===== config.mk =====
export PLATFORM = sky130hd
export DESIGN_NAME = supply_ratio_ctrl
export DESIGN_NICKNAME = d
export VERILOG_FILES = /design/src/rtl/sr_pkg.sv /design/src/rtl/sr_phase_gen.sv /design/src/rtl/sr_ratio_search.sv /design/src/rtl/supply_ratio_ctrl.sv
export SDC_FILE = /design/constraint.sdc
export NUM_CORES = 1
export LEC_CHECK = 0
export ABC_CLOCK_PERIOD_IN_PS = 2000
export BUFFER_PORTS_ARGS = -buffer_cell sky130_fd_sc_hd__clkbuf_2
export CORE_MARGIN = 2
export CORE_UTILIZATION = 35
export DETAILED_ROUTE_END_ITERATION = 12
export PLACE_DENSITY_LB_ADDON = 0.25
export SYNTH_ARGS = -nofsm -noshare
export SYNTH_HDL_FRONTEND = slang
export SYNTH_SLANG_ARGS = --single-unit

===== constraint.sdc =====
create_clock -name clk -period 2 [get_ports clk]
set_clock_uncertainty 0.05 [all_clocks]
set_input_delay 0.4 -clock clk [delete_from_list [all_inputs] [get_ports clk]]
set_output_delay 0.4 -clock clk [all_outputs]
set_load 0.01 [all_outputs]

===== src/rtl/sr_pkg.sv =====
package sr_pkg;
   // Clamp a candidate code to the highest legal ratio code
   function automatic int unsigned sr_clamp(input int unsigned val, input int unsigned max_code);
      return (val > max_code) ? max_code : val;
   endfunction
endpackage


===== src/rtl/sr_phase_gen.sv =====
module sr_phase_gen #(
   parameter int PH_LEN = 24
) (
   input  logic clk,
   input  logic rst_n,
   output logic ph1,
   output logic ph2,
   output logic period_end
);
   localparam int PERIOD = 2 * PH_LEN + 2;
   localparam int CNT_W  = $clog2(PERIOD);
   localparam logic [CNT_W-1:0] LAST   = CNT_W'(PERIOD - 1);
   localparam logic [CNT_W-1:0] P2_BEG = CNT_W'(PH_LEN + 1);
   localparam logic [CNT_W-1:0] P2_END = CNT_W'(2 * PH_LEN);
   localparam logic [CNT_W-1:0] P1_END = CNT_W'(PH_LEN);

   logic [CNT_W-1:0] cnt_q;

   always_ff @(posedge clk) begin
      if (!rst_n)             cnt_q <= '0;
      else if (cnt_q == LAST) cnt_q <= '0;
      else                    cnt_q <= cnt_q + CNT_W'(1);
   end

   assign ph1        = (cnt_q < P1_END);
   assign ph2        = (cnt_q >= P2_BEG) && (cnt_q <= P2_END);
   assign period_end = (cnt_q == LAST);
endmodule


===== src/rtl/sr_ratio_search.sv =====
module sr_ratio_search
   import sr_pkg::*;
#(
   parameter int AMP_W      = 8,
   parameter int CODE_W     = 3,
   parameter int NUM_RATIOS = 5,
   parameter int SETTLE_CYC = 4
) (
   input  logic              clk,
   input  logic              rst_n,
   input  logic              eval_en,
   input  logic [AMP_W-1:0]  amp_mag,
   input  logic              amp_neg,
   input  logic              hdr_low,
   input  logic              period_end,
   output logic [CODE_W-1:0] code,
   output logic              pol_neg
);
   localparam int SET_W = (SETTLE_CYC > 1) ? $clog2(SETTLE_CYC) : 1;
   localparam logic [CODE_W-1:0] MAX_CODE = CODE_W'(NUM_RATIOS - 1);
   localparam logic [SET_W-1:0]  SET_LAST = SET_W'(SETTLE_CYC - 1);

   logic             en_prev_q;
   logic             start;
   logic [SET_W-1:0] settle_q;
   logic [CODE_W-1:0] predicted;

   // previous-enable register follows the input even in reset
   always_ff @(posedge clk) en_prev_q <= eval_en;

   assign start     = eval_en & ~en_prev_q;
   assign predicted = CODE_W'(sr_clamp(int'(amp_mag[AMP_W-1 -: CODE_W]), int'(MAX_CODE)));

   always_ff @(posedge clk) begin
      if (!rst_n) begin
         code     <= MAX_CODE;
         pol_neg  <= 1'b0;
         settle_q <= '0;
      end else if (start) begin
         code     <= predicted;
         pol_neg  <= amp_neg;
         settle_q <= '0;
      end else if (eval_en && period_end) begin
         if (settle_q == SET_LAST) begin
            settle_q <= '0;
            if (hdr_low && (code < MAX_CODE)) code <= code + CODE_W'(1);
         end else begin
            settle_q <= settle_q + SET_W'(1);
         end
      end
   end
endmodule


===== src/rtl/supply_ratio_ctrl.sv =====
module supply_ratio_ctrl #(
   parameter int AMP_W      = 8,
   parameter int CODE_W     = 3,
   parameter int NUM_RATIOS = 5,
   parameter int SETTLE_CYC = 4,
   parameter int PH_LEN     = 24
) (
   input  logic              clk,
   input  logic              rst_n,
   input  logic [AMP_W-1:0]  amp_mag,
   input  logic              amp_neg,
   input  logic              eval_en,
   input  logic              hdr_low,
   output logic [CODE_W-1:0] ratio_code,
   output logic              pol_neg,
   output logic              p1_pos,
   output logic              p2_pos,
   output logic              p1_neg,
   output logic              p2_neg
);
   initial begin
      assert (PH_LEN >= 1) else $error("PH_LEN must be at least 1");
      assert (SETTLE_CYC >= 1) else $error("SETTLE_CYC must be at least 1");
      assert (NUM_RATIOS >= 2 && NUM_RATIOS <= (1 << CODE_W)) else $error("NUM_RATIOS does not fit CODE_W");
      assert (AMP_W >= CODE_W) else $error("AMP_W narrower than CODE_W");
   end

   logic ph1, ph2, period_end;
   logic [1:0] rail_p1, rail_p2;

   sr_phase_gen #(.PH_LEN(PH_LEN)) u_phase (
      .clk(clk), .rst_n(rst_n), .ph1(ph1), .ph2(ph2), .period_end(period_end)
   );

   sr_ratio_search #(
      .AMP_W(AMP_W), .CODE_W(CODE_W), .NUM_RATIOS(NUM_RATIOS), .SETTLE_CYC(SETTLE_CYC)
   ) u_search (
      .clk(clk), .rst_n(rst_n), .eval_en(eval_en), .amp_mag(amp_mag), .amp_neg(amp_neg),
      .hdr_low(hdr_low), .period_end(period_end), .code(ratio_code), .pol_neg(pol_neg)
   );

   // rail 0 = positive supply, rail 1 = negative supply
   for (genvar r = 0; r < 2; r++) begin : g_rail
      assign rail_p1[r] = rst_n & ph1 & (pol_neg == 1'(r));
      assign rail_p2[r] = rst_n & ph2 & (pol_neg == 1'(r));
   end

   assign p1_pos = rail_p1[0];
   assign p2_pos = rail_p2[0];
   assign p1_neg = rail_p1[1];
   assign p2_neg = rail_p2[1];
endmodule


After elaboration in Yosys (flattened, before gate mapping)

Cells that the tools add are included.

Register bits after elaboration: 13
Input port bits: 13
Output and inout bits: 8
Word-level logic and storage cells: 40

Add/sub/neg operators: 3
Order comparisons: 5
Equal/unequal tests: 2
Multiplexer cells: 6
Bitwise gates (word level): 10
Reduce and logical (&&, ||, !) cells: 9

Operator list:

| cell                                                               | number |
|---|---|
| two-way mux 3 bit                                                  | 5 |
| AND 1 bit                                                          | 7 |
| adder 6 x 1 -> 6 bit (second input constant)                       | 1 |
| equality test 6 bit (second input constant)                        | 1 |
| greater-or-equal comparator 6 x 5 -> 1 bit (second input constant) | 1 |
| <= comparator 6 bit (second input constant)                        | 1 |
| less-than comparator 6 x 5 -> 1 bit (second input constant)        | 1 |
| nonzero test 2 bit                                                 | 3 |
| OR reduction 2 bit                                                 | 2 |
| adder 3 x 1 -> 3 bit (second input constant)                       | 1 |
| greater-than comparator 3 bit (second input constant)              | 1 |
| logical AND 1 bit                                                  | 3 |
| less-than comparator 3 bit (second input constant)                 | 1 |
| inverter 1 bit                                                     | 3 |
| AND reduction 3 bit                                                | 1 |
| adder 2 x 1 -> 2 bit (second input constant)                       | 1 |
| equality test 2 bit (second input constant)                        | 1 |
| two-way mux 2 bit                                                  | 1 |

Logic depth before layout (Yosys ltp)

Depth after elaboration: 6
Gate-level depth with buffers: 6
Depth with buffers taken out: 6

Modules after synthesis

A second synthesis with hierarchy kept.

Cells, all modules: 79
Area, all modules: 718.2 um^2

By module, submodules not included:

| module            | instances | cells an instance | area each (um^2) | seq. area each (um^2) |
|---|---|---|---|---|
| sr_ratio_search   | 1         | 39                | 345.3            | 140.1 |
| sr_phase_gen      | 1         | 36                | 340.3            | 120.1 |
| supply_ratio_ctrl | 1         | 4                 | 32.5             | 0.0 |

Worst setup path before layout

Ideal clock, no wire load.

Kind: register to output
From: reg u_phase.cnt_q[1]
To: out p2_neg
Arrival: 1.238 ns
Data required time: 1.550 ns
Setup slack: 0.312 ns
Cell stages (with the launch flop): 7
Buffers on the path: 0
Cell sequence: dfxtp_1 > inv_1 > ha_1 > nor3b_1 > nor2_1 > o221a_2 > and2_1

Cells in the longest elaborated chain, start to end: 4
Elaborated cells between the ends (all ways): 5
Those cells by class: 2 x order compare; 2 x bitwise; 1 x reduce/logical

Ends and longest elaborated chain:

| element                                                                           | line                    | text |
|---|---|---|
| from (decl)                                                                       | sr_phase_gen.sv:17      | `logic [CNT_W-1:0] cnt_q;` |
| from (signal assigned)                                                            | sr_phase_gen.sv:22      | `else cnt_q <= cnt_q + CNT_W'(1);` |
| greater-or-equal comparator 6 x 5 -> 1 bit or <= comparator 6 bit (tied branches) | sr_phase_gen.sv:26      | `assign ph2 = (cnt_q >= P2_BEG) && (cnt_q <= P2_END);` |
| logical AND 1 bit *                                                               | sr_phase_gen.sv:26      |  |
| AND 1 bit * (2 in series)                                                         | supply_ratio_ctrl.sv:45 | `assign rail_p2[r] = rst_n & ph2 & (pol_neg == 1'(r));` |
| to (decl)                                                                         | supply_ratio_ctrl.sv:19 | `output logic p2_neg` |

Mark *: on every way between the ends. The rest lies on a longest branch, timed or not.

Worst setup path in the final report

Same ends and word-level chain as after synthesis.

==> results by stage <==
STA:
- Setup total negative slack on the finished layout was measured at 0 ns.
- The final max-slew violation count is 0.
- Setup violations remaining at the end of the flow were counted as 0.
- The minimum clock period after layout is 1.99 ns.
- In this run the tightest slew margin relative to its limit is 78.1%.
- The post-route fraction of the period consumed by the critical path is about 99%.
- The measured slew at the worst slew-check pin is ~0.33 ns.
- For this run, the top clock speed supported by timing is 503 MHz.
- Setup repair after global routing could not meet its margin everywhere.
- The number of hold-slack violations in the final timing report is 0.

GRT:
- The via count of the first global-routing pass is 508.
- After global routing the overflow that remains totals 0.
- The initial antenna violation count was 0.
- The maximum number of pins on one net before global-route repair is 11.
- The overall routing resource usage is 12.8%.
- The first-pass GRT wire length is 1990 um.

Clock network:
- The maximum number of buffers from clock root to sink is 2.
- The root buffer cell is sky130_fd_sc_hd__clkbuf_4.
- The clock input transition at the sequential cells of the worst setup and hold paths is ~0.080 ns.
- The number of levels the H-tree was split into is 1.
- For the worst-skew pair, the clock arrives at the later sink with an insertion delay of 0.27 ns.
- The CTS tree is built.
- TritonCTS created 3 clock buffers.
- The total clock sinks is 13.
- The number of buffers added to fix hold violations after cts is 0.

Worst setup path:
- The capturing element type of the critical path is an output port.
- STA puts the critical path data required time at 1.55 ns.
- On the critical path, the stage with the largest delay is an instance of sky130_fd_sc_hd__dfxtp_2.
- Traced cell by cell, the critical path runs through inv_4, ha_4, nor3b_2, nor2_1, o221a_2, and2_1, buf_2.
- The delay contributed by the slowest stage of the critical path is 0.35 ns.
- The worst setup path is of the reg2out kind.
- The endpoint arrival time on the critical path is 1.54 ns.
- The element type at the critical path start is a register.
- The kind of cell with the highest combined delay on the critical path is simple AND/OR/NAND/NOR gates.
- Of all nets on the critical path, the largest fanout is 2.
- The buffers plus inverters on the worst setup path is 2.

Worst hold path:
- The tightest min-delay check is of the in2reg type.

Route:
- The residual antenna-violating net count after detailed routing is 0.
- After the first detailed-routing iteration, the DRC count stood at 7.
- After detailed routing, the total wire length is 1210 um.
- For this run, the detailed router's first-pass iteration total came to 3.
- The vias after detailed routing is 557.
- For this run, design rule violations remaining after detail routing come to 0.
- The routed length per placed instance is 10.4 um.
- In the routed layout, each cell is associated on average with a via count of between 4 and 5.

Yosys:
- A synthesized cell averages 9.61 um2.
- The number of nets in the synthesized netlist is 87.
- Yosys mapped a number of flops with a built-in enable equal to 0.
- The number of distinct standard cells referenced by the synthesized netlist is 27.
- Sequential cells were found to cover 39.2% of the synthesized design area.
- After synthesis, the share of flip-flops with an asynchronous set or reset is 0%.
- The count of state elements after synthesis is 13.
- During synthesis, Yosys emitted a total of 0 warnings.
- The most used flip-flop cell after synthesis is sky130_fd_sc_hd__dfxtp_1.
- The instance count of the mapped netlist is 69.
- Summing every instance area after synthesis gives 663 um2.

Power and ir drop:
- Across the VDD grid, the largest voltage drop is 0.000407 V.
- In this run the static leakage power is between 0.3 and 0.4 nW.
- The ratio of total power to cell area is between 600 and 700 nW/um2.

Placement:
- The number of I/O port buffers is 15.
- At the end of routability-driven placement, the weighted congestion stood at just over 0.7.
- The placed instance area is around 770 um2.
- Detailed placement ended at an HPWL of 919 um.

Finish:
- The share of the core filled with cells in the final layout is about half.
- The fill cell total of the finished layout is 179.
- The total inserted antenna cells is 0.
- In the final layout, flip-flops and latches occupy 265 um2.
- The final layout contains 110 nets.
- Compared with the post-synthesis result, the final layout area differs by 29.1%.
- After routing the design area is 856 um2.
- The fraction of final layout cells sized beyond drive strength 1 is roughly a third.
- In the final layout, the multi-input gates occupy 425 um2.

Floorplanning:
- The floorplan step set the die height to 47.5 um.
- The area of the core is 1750 um2.
- The die outline area is 2260 um2.
- The row count is 15.
- For this configuration, the core starts out at a cell density of ~38%.
- During I/O placement, the number of pins put on the boundary was 21.
- The width of the die is 47.5 um.

Run:
- The tool flagged a number of max-cap violations equal to 0.

Run status:
- The run finished with clean final reports.
[flip-flops by register name, indices dropped and copies added (netlist names)]
signal,flops
u_search.en_prev_q,1
u_phase.cnt_q,6
u_search.code,3
u_search.settle_q,2
u_search.pol_neg,1
[cell usage in the layout (no fill, tap or decap), types with 2 or more instances in the layout]
cell,count
sky130_fd_sc_hd__o21ai_0,2
sky130_fd_sc_hd__nor2_1,8
sky130_fd_sc_hd__mux2i_1,2
sky130_fd_sc_hd__nor2b_1,2
sky130_fd_sc_hd__nand3_1,2
sky130_fd_sc_hd__buf_4,3
sky130_fd_sc_hd__clkbuf_4,3
sky130_fd_sc_hd__ha_4,2
sky130_fd_sc_hd__nand2_1,6
sky130_fd_sc_hd__dfxtp_1,11
sky130_fd_sc_hd__xnor2_1,4
sky130_fd_sc_hd__a21oi_1,3
sky130_fd_sc_hd__clkbuf_2,14
sky130_fd_sc_hd__ha_1,3
sky130_fd_sc_hd__and2_1,2
sky130_fd_sc_hd__nor3b_1,3
[cell families after synthesis]
kind of cell / count (synthesis) / share of synthesized area (%)
multiplexers: 2 / 3.02
AND/OR/NAND/NOR: 34 / 32.8
buffers and inverters: 2 / 1.13
flip-flops: 13 / 39.2
AO/OA/AOI/OAI: 8 / 7.74
adder cells (fa/ha/maj): 5 / 9.43
XOR/XNOR: 5 / 6.60
[worst register-to-register path, cell delays in order, from the launching register on]
cell	delay, ns
sky130_fd_sc_hd__dfxtp_2	0.34
sky130_fd_sc_hd__inv_4	0.07
sky130_fd_sc_hd__ha_4	0.13
sky130_fd_sc_hd__buf_4	0.11
sky130_fd_sc_hd__nand4bb_4	0.11
sky130_fd_sc_hd__or2_4	0.25
sky130_fd_sc_hd__or3_1	0.30
sky130_fd_sc_hd__a21oi_1	0.12
[repair_timing]
item / in CTS / in global routing
endpoints found under the hold margin: 0 / 0
setup endpoints to repair: 2 / 2
buffers inserted: 2 / 1
pin swaps: 3 / 4
gates resized for setup: 9 / 3
cloned: 0 / 0
[path summary, 6_finish.rpt]
kind                        startpoint                    to  slack, ns  cells past startpoint
setup / recovery      u_phase.cnt_q[1]                p2_neg       0.01                      7
setup reg to reg      u_phase.cnt_q[1]  u_search.settle_q[0]       0.44                      7
hold reg to reg   u_search.settle_q[0]  u_search.settle_q[0]       0.44                      2
hold / removal                 eval_en    u_search.en_prev_q       0.26                      1
[stage by stage]
stage / setup WS (ns) / total power (W) / cells / hold slack (ns)
2_1_floorplan: 0.312 / 0.000321 / 69 / 0.378
3_3_place_gp: 0.156 / 0.000343 / 109 / 0.412
3_5_place_dp: 0.119 / 0.000345 / 109 / 0.427
4_1_cts: 0.000303 / 0.000516 / 115 / 0.255
5_1_grt: -0.0741 / 0.000549 / 116 / 0.256
6_report: 0.0111 / 0.000514 / 116 / 0.259
[cells in the mapped netlist (2+ instances only)]
cell | number | area [um2]
sky130_fd_sc_hd__dfxtp_1 | 13 | 260
sky130_fd_sc_hd__nor2_1 | 8 | 30.0
sky130_fd_sc_hd__nand2_1 | 6 | 22.5
sky130_fd_sc_hd__ha_1 | 5 | 62.6
sky130_fd_sc_hd__nor3b_1 | 4 | 30.0
sky130_fd_sc_hd__xnor2_1 | 4 | 35.0
sky130_fd_sc_hd__a21oi_1 | 3 | 15.0
sky130_fd_sc_hd__and2_1 | 2 | 12.5
sky130_fd_sc_hd__inv_1 | 2 | 7.51
sky130_fd_sc_hd__mux2i_1 | 2 | 20.0
sky130_fd_sc_hd__nand3_1 | 2 | 10.0
sky130_fd_sc_hd__nor2b_1 | 2 | 12.5
sky130_fd_sc_hd__o21ai_0 | 2 | 10.0
[where the power goes]
part | total (W) | internal [W] | switching (W)
Combinational | 0.0000764 | 0.0000408 | 0.0000355
Sequential | 0.000280 | 0.000269 | 0.0000106
Clock | 0.000159 | 0.0000772 | 0.0000813
[per-layer routing]
layer	track usage [%]	wire, um
met1	14.1	560
met2	21.6	588
met5	0	0
met3	6.79	57
met4	3.33	0
[area by class of cell]
cell class,count,area share (%)
Multi-Input combinational cell,54,49.7
Sequential cell,13,31.0
Timing Repair Buffer,18,11.4
Tap cell,25,3.65
Clock buffer,4,3.07
Inverter,2,1.17
Note: power is estimated with default switching activity, not from simulation.
